`src/rtl/otp_cmd_pkg.sv`:
```
package otp_cmd_pkg;
    typedef enum logic [1:0] {
        SRC_ARRAY  = 2'd0,
        SRC_STATUS = 2'd1,
        SRC_ID     = 2'd2
    } rd_src_e;

    typedef enum logic [2:0] {
        ST_IDLE  = 3'd0,
        ST_UNLK1 = 3'd1,
        ST_UNLK2 = 3'd2,
        ST_LOAD  = 3'd3,
        ST_PROG  = 3'd4
    } fsm_e;

    localparam logic [7:0] CMD_ARRAY  = 8'hFF;
    localparam logic [7:0] CMD_STATUS = 8'h70;
    localparam logic [7:0] CMD_CLEAR  = 8'h50;
    localparam logic [7:0] CMD_IDENT  = 8'h90;
    localparam logic [7:0] KEY_1      = 8'hAA;
    localparam logic [7:0] KEY_2      = 8'h55;
    localparam logic [7:0] KEY_3      = 8'hA0;
endpackage

```
`src/rtl/otp_wr_qual.sv`:
```
module otp_wr_qual #(
    parameter int ADDR_W  = 8,
    parameter int MIN_LOW = 3
) (
    input  logic              clk,
    input  logic              rst_n,
    input  logic              ce_n,
    input  logic              oe_n,
    input  logic              we_n,
    input  logic              vpp_ok,
    input  logic [ADDR_W-1:0] addr,
    input  logic [15:0]       din,
    output logic              stb_o,
    output logic [ADDR_W-1:0] addr_o,
    output logic [15:0]       data_o
);
    localparam int CNT_W = $clog2(MIN_LOW + 1);

    typedef struct packed {
        logic [CNT_W-1:0]  cnt;
        logic              fired;
        logic              stb;
        logic [ADDR_W-1:0] addr;
        logic [15:0]       data;
    } qual_t;

    qual_t q, d;
    logic  wr_ok;

    assign wr_ok = !we_n && !ce_n && oe_n && vpp_ok;

    always_comb begin
        d     = q;
        d.stb = 1'b0;
        if (!wr_ok) begin
            d.cnt   = '0;
            d.fired = 1'b0;
        end else if (!q.fired) begin
            if (q.cnt == CNT_W'(MIN_LOW - 1)) begin
                d.stb   = 1'b1;
                d.fired = 1'b1;
                d.addr  = addr;
                d.data  = din;
                d.cnt   = '0;
            end else begin
                d.cnt = q.cnt + 1'b1;
            end
        end
    end

    always_ff @(posedge clk or negedge rst_n) begin
        if (!rst_n) q <= '0;
        else        q <= d;
    end

    assign stb_o  = q.stb;
    assign addr_o = q.addr;
    assign data_o = q.data;


    stb_qualified_chk: assert property (@(posedge clk) disable iff (!rst_n)
        stb_o |-> $past(wr_ok));

    stb_single_chk: assert property (@(posedge clk) disable iff (!rst_n)
        stb_o |=> !stb_o);
endmodule

```
`src/rtl/otp_cmd_fsm.sv`:
```
module otp_cmd_fsm
    import otp_cmd_pkg::*;
#(
    parameter int ADDR_W   = 8,
    parameter int PAGE_W   = 3,
    parameter int LOAD_TMO = 16,
    parameter int PROG_CYC = 40
) (
    input  logic              clk,
    input  logic              rst_n,
    input  logic              stb_i,
    input  logic [ADDR_W-1:0] addr_i,
    input  logic [15:0]       data_i,
    input  logic              fail_inject,
    output logic [1:0]        rd_sel,
    output logic [7:0]        status,
    output logic              prog_wr,
    output logic [PAGE_W-1:0] prog_off,
    output logic [15:0]       prog_data,
    output logic              prog_go
);
    localparam int MAX_CNT = (LOAD_TMO > PROG_CYC) ? LOAD_TMO : PROG_CYC;
    localparam int CNT_W   = $clog2(MAX_CNT + 1);

    typedef struct packed {
        fsm_e              st;
        rd_src_e           src;
        logic              ready;
        logic              fail;
        logic              fail_seen;
        logic [CNT_W-1:0]  cnt;
        logic              pwr;
        logic [PAGE_W-1:0] poff;
        logic [15:0]       pdata;
        logic              go;
    } ctl_t;

    ctl_t       q, d;
    logic [7:0] cmd;

    assign cmd = data_i[7:0];

    always_comb begin
        d     = q;
        d.pwr = 1'b0;
        d.go  = 1'b0;
        unique case (q.st)
            ST_IDLE: if (stb_i) begin
                unique case (cmd)
                    CMD_ARRAY:  d.src  = SRC_ARRAY;
                    CMD_STATUS: d.src  = SRC_STATUS;
                    CMD_CLEAR:  d.fail = 1'b0;
                    CMD_IDENT:  d.src  = SRC_ID;
                    KEY_1:      d.st   = ST_UNLK1;
                    default:    d.src  = SRC_ARRAY;
                endcase
            end
            ST_UNLK1: if (stb_i) begin
                if (cmd == KEY_2) d.st = ST_UNLK2;
                else begin
                    d.st  = ST_IDLE;
                    d.src = SRC_ARRAY;
                end
            end
            ST_UNLK2: if (stb_i) begin
                if (cmd == KEY_3) begin
                    d.st    = ST_LOAD;
                    d.src   = SRC_STATUS;
                    d.ready = 1'b0;
                    d.cnt   = '0;
                end else begin
                    d.st  = ST_IDLE;
                    d.src = SRC_ARRAY;
                end
            end
            ST_LOAD: begin
                if (stb_i) begin
                    d.pwr   = 1'b1;
                    d.poff  = addr_i[PAGE_W-1:0];
                    d.pdata = data_i;
                    d.cnt   = '0;
                end else if (q.cnt == CNT_W'(LOAD_TMO - 1)) begin
                    d.st        = ST_PROG;
                    d.go        = 1'b1;
                    d.cnt       = '0;
                    d.fail_seen = 1'b0;
                end else begin
                    d.cnt = q.cnt + 1'b1;
                end
            end
            ST_PROG: begin
                if (fail_inject) d.fail_seen = 1'b1;
                if (q.cnt == CNT_W'(PROG_CYC - 1)) begin
                    d.st    = ST_IDLE;
                    d.ready = 1'b1;
                    d.fail  = q.fail | q.fail_seen | fail_inject;
                    d.cnt   = '0;
                end else begin
                    d.cnt = q.cnt + 1'b1;
                end
            end
            default: d.st = ST_IDLE;
        endcase
    end

    always_ff @(posedge clk or negedge rst_n) begin
        if (!rst_n) begin
            q       <= '0;
            q.st    <= ST_IDLE;
            q.src   <= SRC_ARRAY;
            q.ready <= 1'b1;
        end else begin
            q <= d;
        end
    end

    assign rd_sel    = q.src;
    assign status    = {q.ready, 2'b00, q.fail, 4'b0000};
    assign prog_wr   = q.pwr;
    assign prog_off  = q.poff;
    assign prog_data = q.pdata;
    assign prog_go   = q.go;


    fail_sticky_chk: assert property (@(posedge clk) disable iff (!rst_n)
        $fell(q.fail) |-> $past(stb_i && cmd == CMD_CLEAR && q.st == ST_IDLE));

    ready_after_prog_chk: assert property (@(posedge clk) disable iff (!rst_n)
        $rose(q.ready) |-> $past(q.st == ST_PROG));

    load_only_wr_chk: assert property (@(posedge clk) disable iff (!rst_n)
        prog_wr |-> $past(q.st == ST_LOAD && stb_i));

    busy_ignore_chk: assert property (@(posedge clk) disable iff (!rst_n)
        (q.st == ST_PROG && stb_i) |=> $stable(q.src));
endmodule

```
`src/rtl/otp_cmd_ctrl.sv`:
```
module otp_cmd_ctrl #(
    parameter int          ADDR_W   = 8,
    parameter int          PAGE_W   = 3,
    parameter int          MIN_LOW  = 3,
    parameter int          LOAD_TMO = 16,
    parameter int          PROG_CYC = 40,
    parameter logic [15:0] MFR_CODE = 16'h005A,
    parameter logic [15:0] DEV_CODE = 16'h1D3C
) (
    input  logic              clk,
    input  logic              rst_n,
    input  logic              ce_n,
    input  logic              oe_n,
    input  logic              we_n,
    input  logic              vpp_ok,
    input  logic [ADDR_W-1:0] addr,
    input  logic [15:0]       din,
    input  logic              fail_inject,
    output logic [1:0]        rd_sel,
    output logic [7:0]        status,
    output logic [15:0]       id_word,
    output logic              prog_wr,
    output logic [PAGE_W-1:0] prog_off,
    output logic [15:0]       prog_data,
    output logic              prog_go
);
    logic              stb;
    logic [ADDR_W-1:0] stb_addr;
    logic [15:0]       stb_data;

    otp_wr_qual #(.ADDR_W(ADDR_W), .MIN_LOW(MIN_LOW)) u_qual (
        .clk(clk), .rst_n(rst_n), .ce_n(ce_n), .oe_n(oe_n), .we_n(we_n),
        .vpp_ok(vpp_ok), .addr(addr), .din(din),
        .stb_o(stb), .addr_o(stb_addr), .data_o(stb_data)
    );

    otp_cmd_fsm #(.ADDR_W(ADDR_W), .PAGE_W(PAGE_W), .LOAD_TMO(LOAD_TMO),
                  .PROG_CYC(PROG_CYC)) u_fsm (
        .clk(clk), .rst_n(rst_n), .stb_i(stb), .addr_i(stb_addr),
        .data_i(stb_data), .fail_inject(fail_inject), .rd_sel(rd_sel),
        .status(status), .prog_wr(prog_wr), .prog_off(prog_off),
        .prog_data(prog_data), .prog_go(prog_go)
    );

    always_comb begin
        unique case (addr[1:0])
            2'b00:   id_word = MFR_CODE;
            2'b01:   id_word = DEV_CODE;
            default: id_word = 16'h0000;
        endcase
    end
endmodule

```
`config.mk`:
```
export PLATFORM = sky130hd
export DESIGN_NAME = otp_cmd_ctrl
export DESIGN_NICKNAME = d
export VERILOG_FILES = /design/src/rtl/otp_cmd_pkg.sv /design/src/rtl/otp_wr_qual.sv /design/src/rtl/otp_cmd_fsm.sv /design/src/rtl/otp_cmd_ctrl.sv
export SDC_FILE = /design/constraint.sdc
export NUM_CORES = 1
export LEC_CHECK = 0
export BUFFER_PORTS_ARGS = -buffer_cell sky130_fd_sc_hd__clkbuf_2
export CAP_MARGIN = 20
export CORE_UTILIZATION = 58
export CTS_CLUSTER_DIAMETER = 150
export CTS_CLUSTER_SIZE = 28
export DETAILED_ROUTE_END_ITERATION = 16
export PLACE_DENSITY = 0.84
export SLEW_MARGIN = 0
export SYNTH_ARGS = -nofsm -noshare
export SYNTH_HDL_FRONTEND = slang
export SYNTH_HIERARCHICAL = 1
export SYNTH_SLANG_ARGS = --single-unit
```
`constraint.sdc`:
```
create_clock -name clk -period 3.8 [get_ports clk]
set_input_delay 1.14 -clock clk [delete_from_list [all_inputs] [get_ports clk]]
set_output_delay 1.14 -clock clk [all_outputs]
set_load 0.05 [all_outputs]
```
## After elaboration in Yosys (flattened, before gate mapping)

Index checks and enable logic that the tools add are counted.
Widths: inputs -> output; s select.

| storage, ports and cells | value |
|---|---|
| bits in registers | 63 |
| input port bits | 31 |

| cells by class | value |
|---|---|
| add/subtract/negate cells | 2 |
| equal/unequal tests | 27 |
| mux-type cells | 39 |
| bitwise gates (word level) | 3 |
| reduce and logical (&&, ||, !) cells | 21 |

Operator list:

| operator | count |
|---|---|
| $mux 6 | 6 |
| $mux 28 | 1 |
| $mux 26 | 1 |
| $pmux 13 s2 | 1 |
| $mux 25 | 1 |
| $eq 8x7->1 const B | 3 |
| $eq 8x8->1 const B | 3 |
| $mux 21 | 1 |
| $mux 20 | 1 |
| $ne 2x2->1 const B | 10 |
| $pmux 6 s3 | 1 |
| $mux 3 | 5 |
| $pmux 3 s5 | 1 |
| $pmux 2 s3 | 2 |
| $reduce_and 4->1 | 3 |
| $mux 5 | 2 |
| $mux 1 | 8 |
| $mux 2 | 4 |
| $reduce_and 7->1 | 1 |
| $add 6x1->6 const B | 1 |
| $eq 3x2->1 const B | 2 |
| $eq 6x4->1 const B | 1 |
| $eq 6x6->1 const B | 1 |
| $ne 2x1->1 const B | 3 |
| other kinds (19) | 29 |

## Longest topological paths before layout

| depth | value |
|---|---|
| depth in word-level cells | 5 |
| depth in mapped cells | 6 |
| gate-level depth less buffers | 6 |

## Modules after synthesis

Netlist, hierarchy kept.

Modules (own cells, without submodules):

| module | instances | cells an instance | area an instance (um^2) | sequential area each (um^2) |
|---|---|---|---|---|
| otp_cmd_fsm | 1 | 179 | 1915.6 | 877.1 |
| otp_wr_qual | 1 | 91 | 1360.1 | 700.7 |
| otp_cmd_ctrl | 1 | 17 | 115.1 | 0.0 |

## Worst setup path before layout

No wires, ideal clock.

| path | value |
|---|---|
| path kind | in2out |
| start point | input addr[0] |
| end point | output id_word[10] |
| arrival | 2.357 ns |
| required time | 2.660 ns |
| path slack | 0.303 ns |
| stages | 2 |
| cell sequence | nor2b_1 buf_4 |

| between the ends | value |
|---|---|
| word-level cells in the longest chain between the ends | 2 |
| elaborated cells between the ends (all ways) | 3 |
| those cells by class | 1 x eq/ne; 1 x mux; 1 x reduce/logical |

RTL lines:

| item | line | source |
|---|---|---|
| from (decl) | otp_cmd_ctrl.sv:16 | `input logic [ADDR_W-1:0] addr,` |
| $eq 2x1->1 or $logic_not 2->1 (tied branches) | otp_cmd_ctrl.sv:46 | `unique case (addr[1:0])` |
| $pmux 13 s2 (*) | otp_cmd_ctrl.sv:46 |  |
| to (decl) | otp_cmd_ctrl.sv:21 | `output logic [15:0] id_word,` |

Mark *: on every way between the ends. The rest lies on a longest branch, timed or not.

## Final worst setup path

| path | value |
|---|---|
| start point | input addr[0] |
| end point | output id_word[5] |

Same word-level chain as after synthesis.

==> metrics.txt <==
outcome=complete, no violations; WS Path Type=in -> out; YS warnings=6; VDD IR-drop max=0.260 mV; minimum clock period=3030 ps; Worst Path Arrival=1890 ps; H-tree depth=3; cell count after synthesis=272; final WL=4840 um; crit-path cells=clkbuf_2 -> nor2b_1 -> clkbuf_2; die footprint=5740 um2; Pwr Total=1190 uW; vias in the first global route=1773; WP data required=2660 ps; first-pass GRT wire length=8080 um; clk sinks=58; final hold viol count=0; Worst setup startpoint=addr[0]; Max-Cap Viols=0; combinational share of power=0.072; CP peak stage delay=350 ps; DR WL/cell=13.4 um; GPL Wtd Cong=0.792; Worst Hold Slack=489 ps; post-cts gate resize count=0; Clock Skews=6.08 ps; # Post-CTS Setup Buffers=0; final setup vio count=0; Pint=890 uW; share of layout cells above drive strength 1=0.423; Post-Place Worst Slack=764 ps; TNS Setup=0 ps; CTS tree=built; root buf cell=clkbuf_8; hold crit path type=reg -> reg; relative slew slack=0.290; Die Span X=75.7 um; Max Clock Freq=330 MHz; Cell Pwr Density=368 nW/um2; Antenna Cells=0; Critical Path Slowest Stage Cell=clkbuf_2; GR Util All Layers=0.194; Reg power frac=0.524; mapped cell area=3150 um2; ANT nets after route=0; clk slew on worst S/H paths=60 ps; Clock Power Share=0.404; Max Slew Vio Count=0; Num CTS Buffers=9; initial antenna violation count=0; DR vias=1861; FP Rows=26; die height=75.7 um; RR Startpoint=u_fsm/q[33]; DP Wirelength=3490 um; Critical Path Fanout Max=6; residual overflow from global routing=0; Critical Path End Type=output port; CP most frequent cell=clkbuf_2; clock buffer depth=2; post-layout util=0.623; vias per inst=5.16; switching pwr=296 uW; initial core utilization=0.610; core area=5170 um2; TritonRoute pass-1 iters=4; worst-skew pair later-pin latency=330 ps; Least-Margin Pin Slew=1060 ps; largest net degree at the start of global routing=31; min-delay src=u_fsm/rd_sel[0]; drt drc=0; Port Buffer Count=60; # nets final=318; hold-fix buffers at CTS=0; IO Pins=78; period utilization=0.797; Startpoint Class=input port; Avg Inst Size Synth=11.6 um2; RSZ-0062 raised after global routing=no; Area Growth Syn to Fin=2.26%; final setup margin=771 ps; Leakage=0.00178 uW; sw frac=0.249; 1st-iter DRT viols=132
==> path summary, 6_finish.rpt <==
kind                       slack, ps  cells past startpoint                   to
hold / removal                   490                      1      u_fsm/rd_sel[0]
max in group asynchronous       2660                      2      u_fsm/status[7]
hold reg to reg                  490                      1      u_fsm/rd_sel[0]
min in group asynchronous        810                      2      u_fsm/rd_sel[1]
setup reg to reg                1370                      3  u_fsm/prog_data[10]
setup / recovery                 770                      3           id_word[5]
==> power by group through the flow <==
| stage | Combinational [uW] | Sequential (uW) | Clock [uW] |
|---|---|---|---|
| 4_1_cts | 87.0 | 622 | 496 |
| 5_1_grt | 94.0 | 621 | 518 |
| 6_report | 85.5 | 622 | 479 |
| 3_5_place_dp | 86.9 | 633 | 0 |
| 3_3_place_gp | 85.6 | 633 | 0 |
| 2_1_floorplan | 71.4 | 632 | 0 |
==> stage by stage <==
step / instance area [um2] / instances
CTS: 3220 / 361
detailed placement: 3060 / 345
floorplan: 3190 / 282
global placement: 3060 / 345
global route: 3220 / 361
finish: 3220 / 361
==> area by class of cell <==
cell class	count	area, um2
sequential	58	1450
clock inverter	3	15.0
timing repair buffer	62	315
clock buffer	13	149
fill	426	1950
tap	70	87.6
multi-input combinational	147	1170
inverter	8	30.0
==> critical path, delay by kind of cell <==
kind / cells / cell delay (ps)
simple gates: 1 / 310
buf+inv: 2 / 440
==> placed cells by master (no fill, tap or decap), drive strengths merged, types with 2 or more instances in the layout <==
cell    count
a21oi       5
inv         8
nand4       2
clkinv      3
dfrtp      57
nor4b       2
clkbuf     73
nand2      16
buf         2
nor3        6
o31ai       2
a211o       2
nor2       11
nand2b      4
nor2b       4
nand3       6
conb       12
and3        3
o21ai       6
mux2       40
or3         2
==> sequential cells by signal (all words and copies together) (netlist names), 2 cells and up <==
register	cells
u_qual/data_o	16
u_qual/q	3
u_qual/addr_o	3
u_fsm/prog_data	16
u_fsm/rd_sel	2
u_fsm/prog_off	3
u_fsm/status	2
u_fsm/q	10
==> layer usage <==
| metal | global-route usage | up-vias | share of wire |
|---|---|---|---|
| met5 | 0 | - | 0 |
| li1 | - | 896 | - |
| met1 | 0.251 | 892 | 0.46 |
| met4 | 0.115 | 0 | 0.018 |
| met2 | 0.293 | 62 | 0.47 |
| met3 | 0.0542 | 11 | 0.050 |
No activity file was read; power rests on OpenSTA's default activity.
